### src/rtl/twb_pkg.sv
package twb_pkg;
    typedef enum logic [2:0] {
        ST_IDLE,
        ST_ADDR,
        ST_ADDR_ACK,
        ST_WR,
        ST_WR_ACK,
        ST_RD,
        ST_RD_ACK,
        ST_SKIP
    } twb_state_t;
endpackage

### src/rtl/twb_sync.sv
// Synchronizes SCL and SDA and decodes edges and bus conditions.
module twb_sync #(
    parameter int STAGES = 2
) (
    input  logic clk,
    input  logic rst_n,
    input  logic scl_i,
    input  logic sda_i,
    output logic scl_s,
    output logic sda_s,
    output logic scl_rise,
    output logic scl_fall,
    output logic start_det,
    output logic stop_det
);
    localparam int DEPTH = (STAGES < 2) ? 2 : STAGES;

    // index 1 = SCL, index 0 = SDA
    logic [DEPTH-1:0][1:0] chain;
    logic [1:0]            prev;

    always_ff @(posedge clk or negedge rst_n) begin
        if (!rst_n) begin
            chain <= '1;
            prev  <= 2'b11;
        end else begin
            chain <= {chain[DEPTH-2:0], {scl_i, sda_i}};
            prev  <= chain[DEPTH-1];
        end
    end

    assign scl_s     = chain[DEPTH-1][1];
    assign sda_s     = chain[DEPTH-1][0];
    assign scl_rise  = !prev[1] &&  scl_s;
    assign scl_fall  =  prev[1] && !scl_s;
    assign start_det =  prev[1] &&  scl_s &&  prev[0] && !sda_s;
    assign stop_det  =  prev[1] &&  scl_s && !prev[0] &&  sda_s;
endmodule

### src/rtl/twb_shifter.sv
// Shared shift register: shifts in on receive, shifts out MSB first on send.
module twb_shifter #(
    parameter int W = 8
) (
    input  logic         clk,
    input  logic         rst_n,
    input  logic         load,
    input  logic [W-1:0] load_val,
    input  logic         shift,
    input  logic         bit_in,
    output logic [W-1:0] q
);
    always_ff @(posedge clk or negedge rst_n) begin
        if (!rst_n)
            q <= '1;
        else if (load)
            q <= load_val;
        else if (shift)
            q <= {q[W-2:0], bit_in};
    end
endmodule

### src/rtl/twb_slave.sv
module twb_slave #(
    parameter int               BYTE_W      = 8,
    parameter logic [BYTE_W-2:0] DEV_ADDR   = 'h50,
    parameter int               SYNC_STAGES = 2
) (
    input  logic              clk,
    input  logic              rst_n,
    input  logic              scl_i,
    input  logic              sda_i,
    output logic              sda_oe,
    input  logic              busy_i,
    output logic              rx_valid,
    output logic [BYTE_W-1:0] rx_data,
    input  logic [BYTE_W-1:0] tx_data,
    output logic              tx_req,
    output logic              bus_idle
);
    import twb_pkg::*;

    localparam int CNT_W = $clog2(BYTE_W + 1);
    localparam logic [CNT_W-1:0] FULL_CNT = CNT_W'(BYTE_W);

    twb_state_t state, nxt;

    logic scl_s, sda_s, scl_rise, scl_fall, start_det, stop_det;
    logic [CNT_W-1:0]  cnt;
    logic              rw_q, mack_q;
    logic              sh_load, sh_shift, sh_bit;
    logic [BYTE_W-1:0] sh_q;
    logic              byte_full, addr_hit, shifting, cond;
    logic              rx_valid_q, tx_req_q;
    logic [BYTE_W-1:0] rx_data_q;

    twb_sync #(.STAGES(SYNC_STAGES)) u_sync (
        .clk(clk), .rst_n(rst_n), .scl_i(scl_i), .sda_i(sda_i),
        .scl_s(scl_s), .sda_s(sda_s), .scl_rise(scl_rise), .scl_fall(scl_fall),
        .start_det(start_det), .stop_det(stop_det)
    );

    twb_shifter #(.W(BYTE_W)) u_shift (
        .clk(clk), .rst_n(rst_n), .load(sh_load), .load_val(tx_data),
        .shift(sh_shift), .bit_in(sh_bit), .q(sh_q)
    );

    assign byte_full = (cnt == FULL_CNT);
    assign addr_hit  = (sh_q[BYTE_W-1:1] == DEV_ADDR);
    assign shifting  = (state == ST_ADDR) || (state == ST_WR) || (state == ST_RD);
    assign cond      = start_det || stop_det;

    // next-state logic
    always_comb begin
        nxt = state;
        if (start_det)
            nxt = ST_ADDR;
        else if (stop_det)
            nxt = ST_IDLE;
        else if (scl_fall) begin
            unique case (state)
                ST_IDLE:     nxt = ST_IDLE;
                ST_ADDR:     if (byte_full) nxt = (addr_hit && !busy_i) ? ST_ADDR_ACK : ST_SKIP;
                ST_ADDR_ACK: nxt = rw_q ? ST_RD : ST_WR;
                ST_WR:       if (byte_full) nxt = busy_i ? ST_SKIP : ST_WR_ACK;
                ST_WR_ACK:   nxt = ST_WR;
                ST_RD:       if (byte_full) nxt = ST_RD_ACK;
                ST_RD_ACK:   nxt = mack_q ? ST_RD : ST_SKIP;
                ST_SKIP:     nxt = ST_SKIP;
                default:     nxt = ST_IDLE;
            endcase
        end
    end

    // shifter control
    always_comb begin
        sh_load  = !cond && scl_fall &&
                   (((state == ST_ADDR_ACK) && rw_q) || ((state == ST_RD_ACK) && mack_q));
        sh_shift = 1'b0;
        sh_bit   = sda_s;
        if ((state == ST_ADDR || state == ST_WR) && scl_rise)
            sh_shift = 1'b1;
        else if (state == ST_RD && scl_fall && !byte_full && !cond) begin
            sh_shift = 1'b1;
            sh_bit   = 1'b1;
        end
    end

    // state register
    always_ff @(posedge clk or negedge rst_n) begin
        if (!rst_n)
            state <= ST_IDLE;
        else
            state <= nxt;
    end

    // bit counter and side registers
    always_ff @(posedge clk or negedge rst_n) begin
        if (!rst_n) begin
            cnt        <= '0;
            rw_q       <= 1'b0;
            mack_q     <= 1'b0;
            rx_valid_q <= 1'b0;
            rx_data_q  <= '0;
            tx_req_q   <= 1'b0;
        end else begin
            rx_valid_q <= 1'b0;
            tx_req_q   <= sh_load;
            if (cond)
                cnt <= '0;
            else if (shifting && scl_rise)
                cnt <= cnt + 1'b1;
            else if (shifting && scl_fall && byte_full)
                cnt <= '0;
            if (!cond && state == ST_ADDR && scl_fall && byte_full)
                rw_q <= sh_q[0];
            if (state == ST_RD_ACK && scl_rise)
                mack_q <= !sda_s;
            if (!cond && state == ST_WR && scl_fall && byte_full && !busy_i) begin
                rx_valid_q <= 1'b1;
                rx_data_q  <= sh_q;
            end
        end
    end

    // outputs
    always_comb begin
        sda_oe   = (state == ST_ADDR_ACK) || (state == ST_WR_ACK) ||
                   ((state == ST_RD) && !sh_q[BYTE_W-1]);
        bus_idle = (state == ST_IDLE) && scl_s && sda_s;
        rx_valid = rx_valid_q;
        rx_data  = rx_data_q;
        tx_req   = tx_req_q;
    end
endmodule

### config.mk
export PLATFORM = sky130hd
export DESIGN_NAME = twb_slave
export DESIGN_NICKNAME = d
export VERILOG_FILES = /design/src/rtl/twb_pkg.sv /design/src/rtl/twb_sync.sv /design/src/rtl/twb_shifter.sv /design/src/rtl/twb_slave.sv
export SDC_FILE = /design/constraint.sdc
export NUM_CORES = 1
export LEC_CHECK = 0
export BUFFER_PORTS_ARGS = -buffer_cell sky130_fd_sc_hd__buf_2
export CORE_ASPECT_RATIO = 0.6
export CORE_MARGIN = 2
export CORE_UTILIZATION = 50
export CTS_BUF_LIST = sky130_fd_sc_hd__clkbuf_8
export CTS_CLUSTER_SIZE = 14
export DETAILED_ROUTE_END_ITERATION = 6
export MAX_ROUTING_LAYER = met4
export PLACE_DENSITY = 0.7
export SYNTH_ARGS = -nofsm -noshare
export SYNTH_HDL_FRONTEND = slang
export SYNTH_SLANG_ARGS = --single-unit
### constraint.sdc
create_clock -name clk -period 2.45 [get_ports clk]
set_input_delay 0.735 -clock clk [delete_from_list [all_inputs] [get_ports clk]]
set_output_delay 0.735 -clock clk [all_outputs]
set_load 0.02 [all_outputs]
# After elaboration in Yosys (flattened, before gate mapping)
# Index checks and enable logic that the tools add are counted.
word_totals:
  in_bits: 13
  reg_bits: 33
op_classes:
  eq_ne: 12
  n_reduce_logical: 49
  muxes: 21
  add_sub_neg: 1
ops:
  columns: ["op", "n"]
  rows:
  - ["$logic_and A1 B1 Y1", 30]
  - ["$mux W3", 8]
  - ["$pmux W3 S8", 1]
  - ["$mux W8", 2]
  - ["$eq A3 B3 Y1 const B", 4]
  - ["$mux W4", 3]
  - ["$ne A4 B4 Y1 const B", 3]
  - ["$logic_not A1 Y1", 8]
  - ["$eq A7 B7 Y1 const B", 1]
  - ["$eq A3 B2 Y1 const B", 2]
  - ["$logic_or A1 B1 Y1", 6]
  - ["$reduce_bool A3 Y1", 2]
  - ["$mux W1", 5]
  - ["$add A4 B1 Y4 const B", 1]
  - ["$eq A4 B4 Y1 const B", 1]
  - ["$mux W2", 2]
  - ["$reduce_and A4 Y1", 1]
  - ["$eq A3 B1 Y1 const B", 1]
  - ["$logic_not A3 Y1", 1]
  - ["$reduce_bool A2 Y1", 1]

# Depth between registers and ports, before layout
# Gate-level depths: netlist of run 1.
depth:
  ltp_word: 10
  depth_mapped: 7
  mapped_depth_nobuf: 6

# Hierarchy
# Synthesis of run 1 repeated with hierarchy kept, for this count alone.
hier_totals:
  hier_cells: 147
  area_unflattened_um2: 1645.3
modules_own_cells:
  columns: ["mod", "cells_per_inst", "seq_area_each_um2", "n_inst", "area_per_inst_um2"]
  rows:
  - ["twb_slave", 103, 475.5, 1, 1072.3]
  - ["twb_shifter", 34, 210.2, 1, 382.9]
  - ["twb_sync", 10, 157.7, 1, 190.2]

# Worst setup path after synthesis of run 1
# No wires, ideal clock.
synth_timing:
  path_kind: "reg2out"
  start: "register state[0]"
  end: "output port bus_idle"
  t_arrival_ns: 1.411
  path_stages_with_launch: 4
  required_ns: 1.715
  setup_slack_ns: 0.304
  n_path_buf: 2
  path_cell_list: "dfrtp_1 buf_2 clkbuf_1 nor4_1"
synth_via:
  elab_chain_len: 3
synth_lines:
  columns: ["item", "line_no", "rtl"]
  rows:
  - ["from (decl)", "twb_slave.sv:23", "twb_state_t state, nxt;"]
  - ["from (signal assigned)", "twb_slave.sv:91", "state <= nxt;"]
  - ["$logic_not A3 Y1", "twb_slave.sv:127", "bus_idle = (state == ST_IDLE) && scl_s && sda_s;"]
  - ["$logic_and A1 B1 Y1 (2 in a row)", "twb_slave.sv:127", null]
  - ["to (decl)", "twb_slave.sv:16", "output logic bus_idle"]
# Every way passes these cells.

# Final worst setup path of run 1
layout_timing:
  start: "register state[1]"
  end: "output port sda_oe"
layout_via:
  elab_chain_len: 3
layout_lines:
  columns: ["item", "line_no", "rtl"]
  rows:
  - ["$eq A3 B2 Y1, or another cell as far along", "twb_slave.sv:125", "sda_oe = (state == ST_ADDR_ACK) || (state == ST_WR_ACK) ||"]
  - ["$logic_or A1 B1 Y1 or $logic_and A1 B1 Y1 (tied branches)", "twb_slave.sv:125, twb_slave.sv:126", null]
  - ["$logic_or A1 B1 Y1 (*)", "twb_slave.sv:125", null]
  - ["to (decl)", "twb_slave.sv:10", "output logic sda_oe,"]
# Mark *: on every way between the ends. The rest lies on a longest branch, timed or not.

==> out/results.ini, run 1 <==
[placed_design]
pre_cts_slack_ps = 388
place_congestion = 0.915
dp_hpwl_um = 2560
port_buffers = 24
place_area_um2 = 1840

[clock_tree]
clk_pin_slew_worst_paths_ps = 70
htree_levels = 2
clockBufferDepth = 2
cts_tree = yes
clock-sinks = 33
cts_root_buf = clkbuf_8
numCtsBuffers = 5
clock_latency_ps = 290

[outcome]
status = finished clean

[timing]
rsz0062_at_grt = false
timing.fmax_ghz = 0.463
hold_viol = 0
worst_clock_skew_ps = 6.27
setup_tns_ps = 0
fin_ws_ps = 292
worst_pin_slew_ps = 719
maxSlewViolCount = 0
fin_crit_sh_pct = 88.1
setup_viol = 0
hold-worst-slack_ps = 356
period_minus_slack_ps = 2160
slew_headroom_pct = 52.0

[floorplanning]
rows = 16
core_area_um2 = 3240
die_h_um = 49.2
start_util_pct = 52.4
die-area_um2 = 3900
io_pins = 25
die_x_um = 79.3

[route]
drtIter0Drc = 119
antenna_left = 0
drcViolationCount = 0
drt_wl_total_um = 3640
wire_per_inst_um = 16.7
vias = 1294
dr.pass1.iters = 4
vias_per_cell = 5.94

[power_and_ir_drop]
p_per_area_nw_per_um2 = 978
p_leak_nw = 0.915
ir_drop_uv = 622

[finish]
layout_commonest_cell = buf_2
layout_common_cells = buf_2 (24), dfrtp_1 (18), dfstp_2 (14)
antenna_cells = 0
area_delta_synth_final_pct = 15.1
final_nets = 187
regArea_um2 = 845
multi_input_area_um2 = 792
drive_above_1_share_pct = 37.0
fillers = 296
final_util_pct = 60.3
post-route-cell-area_um2 = 1960

[logic_synthesis]
synth-edff-count = 0
ys.flop_type = dfrtp_1
synth_area_per_cell_um2 = 11.5
yosys_warnings = 0
async_flop_share_pct = 100
syn-num-nets = 163
ys_seq_area_share_pct = 49.6
ys_seq_elements = 33
ys_types = 47
syn_area_um2 = 1700
synthCells = 148

[critical_path]
cp_slowest_stage_delay_ps = 630
worst-setup-path-type = flip-flop to output pin
crit_path_max_fanout = 16
cp_data_arrival_time_ps = 1420
startpoint_type = flip-flop
slowest_stage = dfrtp_1
path_cells = nand2b_1 > o21ai_0 > buf_2
critPathRequiredTime_ps = 1710
cp-end-kind = output pin

[worst_hold_path]
min_path_type = flip-flop to flip-flop

[job]
drv_cap = 0

[global_route]
top_usage_layer = met1
met3_usage_pct = 6.30
grt_max_degree = 34
grt_util_met2_pct = 29.2
grt_pass1_vias = 1214
grt_usage_pct = 21.7
overflow = 0
grt_pass1_wl_um = 6150
grt_antenna_before_repair = 0
met1_usage_pct = 31.9

==> cells in the mapped netlist (2+ instances only) <==
| cell type | instances | share of area (%) |
|---|---|---|
| o31ai_1 | 3 | 1.3 |
| buf_2 | 6 | 1.8 |
| a21o_1 | 2 | 0.88 |
| a32o_1 | 2 | 1.2 |
| mux2_2 | 10 | 6.6 |
| o21ai_0 | 4 | 1.2 |
| nand2_1 | 8 | 1.8 |
| nor3_2 | 2 | 1.2 |
| dfrtp_1 | 19 | 28 |
| a221o_1 | 7 | 4.1 |
| a31oi_1 | 2 | 0.74 |
| inv_1 | 5 | 1.1 |
| dfstp_2 | 14 | 22 |
| a21boi_0 | 2 | 0.88 |
| nand2b_1 | 7 | 2.6 |
| and3_1 | 7 | 2.6 |
| a21oi_1 | 5 | 1.5 |
| nand3_1 | 4 | 1.2 |
| o211ai_1 | 2 | 0.88 |
| nor2b_1 | 3 | 1.1 |
| ha_1 | 2 | 1.5 |
| nor2_1 | 6 | 1.3 |
| nor4_1 | 2 | 0.74 |
==> report_power, final <==
part / total [mW] / internal, mW / switching, mW
Clock: 0.523 / 0.327 / 0.196
Sequential: 0.890 / 0.696 / 0.194
Combinational: 0.500 / 0.245 / 0.255
Total: 1.91 / 1.27 / 0.645
==> layer usage <==
layer,part of all wire (%),wire length [um]
met1,46,1680
met2,42,1520
met4,1.7,61
met3,10,371
met5,0,0
==> what timing repair did <==
| action | in CTS | in global routing |
|---|---|---|
| setup endpoints to repair | 0 | 1 |
| gates resized for setup | 0 | 1 |
| hold buffers | 0 | 0 |
| setup buffers | 0 | 0 |
==> final cells by class <==
| type | instances | area share (%) |
|---|---|---|
| flip-flops and latches | 33 | 43.2 |
| multi-input cells | 102 | 40.5 |
| repair buffers | 25 | 6.53 |
| clock buffers | 6 | 4.22 |
| well taps | 45 | 2.88 |
| clock inverters | 2 | 1.73 |
| inverters | 5 | 0.960 |
==> worst paths after layout <==
kind | start | to | slack [ps] | cells past startpoint
max | state[1]$_DFFE_PN0P_ | sda_oe | 290 | 3
min | u_sync.chain[1]$_DFF_PN1_ | u_sync.scl_s$_DFF_PN1_ | 360 | 0
max reg2reg | cnt[0]$_DFFE_PN0P_ | u_shift.q[5]$_DFFE_PN1P_ | 450 | 6
min reg2reg | u_sync.chain[1]$_DFF_PN1_ | u_sync.scl_s$_DFF_PN1_ | 360 | 0
max in group asynchronous | rst_n | state[0]$_DFFE_PN0P_ | 1450 | 1
min in group asynchronous | rst_n | state[2]$_DFFE_PN0P_ | 500 | 1
==> kinds of logic after synthesis <==
family,synth area share (%)
adder cells (fa/ha/maj),1.47
AO/OA/AOI/OAI,19.4
AND/OR/NAND/NOR,17.5
flip-flops,49.6
multiplexers,7.22
buffers and inverters,3.76
XOR/XNOR,1.03
==> registers in the layout (all words and copies together) (netlist names) <==
| name | count |
|---|---|
| state | 3 |
| rx_valid | 1 |
| u_sync.scl_s | 1 |
| u_sync.prev | 2 |
| tx_req | 1 |
| rx_data | 8 |
| u_sync.chain | 2 |
| rw_q | 1 |
| mack_q | 1 |
| u_shift.q | 8 |
| cnt | 4 |
| u_sync.sda_s | 1 |
==> critical path: cells and delay by family, from the launching register on <==
family          cells  cell delay (ps)
flops               1              630
buf+inv             1              190
compound gates      1              170
simple gates        1              140
==> metrics by stage <==
| stage | total power [mW] | std cells |
|---|---|---|
| after global placement | 1.36 | 210 |
| after CTS | 1.91 | 218 |
| final | 1.91 | 218 |
| after detailed placement | 1.38 | 210 |
| after global routing | 2.03 | 218 |
| after floorplan | 1.25 | 148 |
No activity file was read; power rests on OpenSTA's default activity.
==> run 2, diff against run 1 <==
- PLACE_DENSITY: 0.7 -> 0.71
- SYNTH_HIERARCHICAL: default -> 1
==> out/results.ini, run 2 <==
[power_and_ir_drop]
p_per_area_nw_per_um2 = 998  ; +2.0%
clkPwrFrac_pct = 27.5  ; +0.2 points
power.switching_mw = 0.655  ; +1.5%
internal-power_mw = 1.28  ; +0.80%
ir_drop_uv = 529  ; -15%
combPwrFrac_pct = 27.2  ; +1.1 points
p_leak_nw = 0.905  ; -1.1%
p_seq_share_pct = 45.3  ; -1.2 points
swShare_pct = 33.9  ; +0.16 points

[global_route]
grt_pass1_vias = 1177  ; -3.0%
grt_antenna_before_repair = 0  ; unchanged
grt_max_degree = 34  ; unchanged
overflow = 0  ; unchanged
grt_pass1_wl_um = 5750  ; -6.6%
grt_usage_pct = 20.9  ; -0.82 points

[logic_synthesis]
yosys-top-cells-count = dfrtp_1 (19), dfstp_2 (14), nand2_1 (14)
synth-edff-count = 0  ; unchanged
async_flop_share_pct = 100  ; unchanged
ys_seq_elements = 33  ; unchanged
synth_most_common_cell = dfrtp_1
syn_area_um2 = 1650  ; -3.2%
synth_area_per_cell_um2 = 11.2  ; -2.5%
netlist_top_cells_area = dfrtp_1 (29%), dfstp_2 (22%), mux2_2 (6.2%)
syn-num-nets = 162  ; -0.61%
yosys_warnings = 6  ; +6
ys_types = 41  ; -13%
synth_top_area_cell = dfrtp_1
ys_seq_area_share_pct = 51.3  ; +1.6 points
synthCells = 147  ; -0.68%
synth_top_area_share_pct = 28.9  ; +0.92 points
ys.flop_type = dfrtp_1

[floorplanning]
die_x_um = 78.1  ; -1.5%
start_util_pct = 51.4  ; -1.0 points
die_h_um = 48.4  ; -1.5%
rows = 16  ; unchanged
core_area_um2 = 3200  ; -1.2%
io_pins = 25  ; unchanged
die-area_um2 = 3780  ; -3.0%

[critical_path]
rrSetupSlack_ps = 270  ; -180 ps
startpoint_type = flip-flop
crit_path_max_fanout = 13  ; -3
cp-end-kind = output pin
critPathRequiredTime_ps = 1710  ; about the same
critPathLaunch = state[1]$_DFFE_PN0P_
r2r_start = u_sync/sda_s$_DFF_PN1_
worst-setup-path-type = flip-flop to output pin
cp_data_arrival_time_ps = 1520  ; +100 ps

[clock_tree]
cts_tree = yes
clockBufferDepth = 2  ; unchanged
postCtsResizedCells = 0  ; unchanged
clock_latency_ps = 290  ; about the same
clk_pin_slew_worst_paths_ps = 70  ; about the same
numCtsBuffers = 5  ; unchanged
cts_hold_buf = 0  ; unchanged
clock-sinks = 33  ; unchanged
post-cts-setup-buffers = 0  ; unchanged
htree_levels = 2  ; unchanged
cts_root_buf = clkbuf_8

[placed_design]
place_congestion = 0.894  ; -2.3%
dp_hpwl_um = 2460  ; -4.0%
port_buffers = 24  ; unchanged
place_area_um2 = 1820  ; -1.2%

[timing]
setup_viol = 0  ; unchanged
timing.fmax_ghz = 0.444  ; -4.2%
worst_pin_slew_ps = 699  ; -20.0 ps
maxSlewViolCount = 0  ; unchanged
worst_clock_skew_ps = 6.07  ; -0.202 ps
period_minus_slack_ps = 2250  ; +94.8 ps
hold_viol = 0  ; unchanged
rsz0062_at_grt = false
fin_crit_sh_pct = 92.0  ; +3.9 points
setup_tns_ps = 0  ; unchanged
slew_headroom_pct = 53.4  ; +1.3 points

[finish]
antenna_cells = 0  ; unchanged
post-route-cell-area_um2 = 1940  ; -0.96%
layout_commonest_cell = buf_2
final_util_pct = 60.5  ; +0.17 points
regArea_um2 = 843  ; -0.15%
multi_input_area_um2 = 744  ; -6.0%
layout_common_cells = buf_2 (24), dfrtp_1 (19), nand2_1 (14), dfstp_2 (14)
fillers = 268  ; -9.5%
area_delta_synth_final_pct = 17.7
final_nets = 191  ; +2.1%
drive_above_1_share_pct = 38.4  ; +1.4 points

[worst_hold_path]
min_path_type = flip-flop to flip-flop
min_from = u_sync/chain[1]$_DFF_PN1_

[route]
wire_per_inst_um = 14.8  ; -11%
dr.pass1.iters = 4  ; unchanged
drcViolationCount = 0  ; unchanged
vias_per_cell = 5.56  ; -6.4%
antenna_left = 0  ; unchanged
drtIter0Drc = 73  ; -39%
drt_wl_total_um = 3280  ; -9.8%
vias = 1234  ; -4.6%

[outcome]
status = finished clean

[job]
drv_cap = 0  ; unchanged

[run 2: cell types whose count changed in the layout (fill, tap and decap cells not counted), moves of 3 or more]
cell,change
a21oi_1,+3
nand2b_1,-3
nand2_1,+6
buf_4,+3
mux2i_1,+8
o21ai_1,+9
and3_1,-5
a221o_1,-7
[run 2: critical path, stage by stage, from the launching register on]
cell and delay, ps:
dfrtp_1 650, nand2_1 190, o21ai_0 190, buf_2 190
[run 2: final timing paths]
kind / to / cells past startpoint
worst min-delay path: u_sync/scl_s$_DFF_PN1_ / 0
max in group asynchronous: state[0]$_DFFE_PN0P_ / 1
worst max register to register: u_shift/q[1]$_DFFE_PN1P_ / 8
min in group asynchronous: rx_data[5]$_DFFE_PN0P_ / 1
worst min register to register: u_sync/scl_s$_DFF_PN1_ / 0
worst max-delay path: sda_oe / 3
[run 2: metrics by stage]
step	instances	power (mW)	hold slack (ps)	setup slack, ps
floorplan	147	1.25	345	243
global placement	214	1.39	346	332
detailed placement	214	1.41	348	279
CTS	222	1.95	357	181
global route	222	2.07	360	49.2
finish	222	1.93	356	197
[run 2: metal layers]
metal	part of all wire [%]	GRT usage [%]	vias up
li1	-	-	583
met1	48	30.3	608
met2	43	27.7	41
met3	7.9	8.40	2
met4	0.76	4.39	0
met5	0	-	-
[run 2: kinds of logic (layout without fill, tap and decap cells)]
logic type               after synthesis  count (layout)  synth area share, %
AND/OR/NAND/NOR                       48              48                 18.2
adder cells (fa/ha/maj)                2               2                 1.52
multiplexers                          18              18                 11.6
AO/OA/AOI/OAI                         33              33                 12.9
XOR/XNOR                               1               1                0.532
flip-flops                            33              33                 51.3
buffers and inverters                 12              42                 3.88
[run 2: area by class of cell]
cell class,count,area share [%]
Sequential cell,33,43.5
Multi-Input combinational cell,102,38.4
Timing Repair Buffer,28,7.75
Clock buffer,6,4.26
Tap cell,45,2.91
Clock inverter,2,1.94
Inverter,6,1.16
[run 2: power by group through the flow]
stage | sequential [mW] | combinational [mW] | clock [mW]
4_1_cts | 0.871 | 0.528 | 0.548
5_1_grt | 0.900 | 0.591 | 0.577
6_report | 0.876 | 0.526 | 0.531
2_1_floorplan | 0.811 | 0.436 | 0
3_3_place_gp | 0.875 | 0.513 | 0
3_5_place_dp | 0.879 | 0.527 | 0
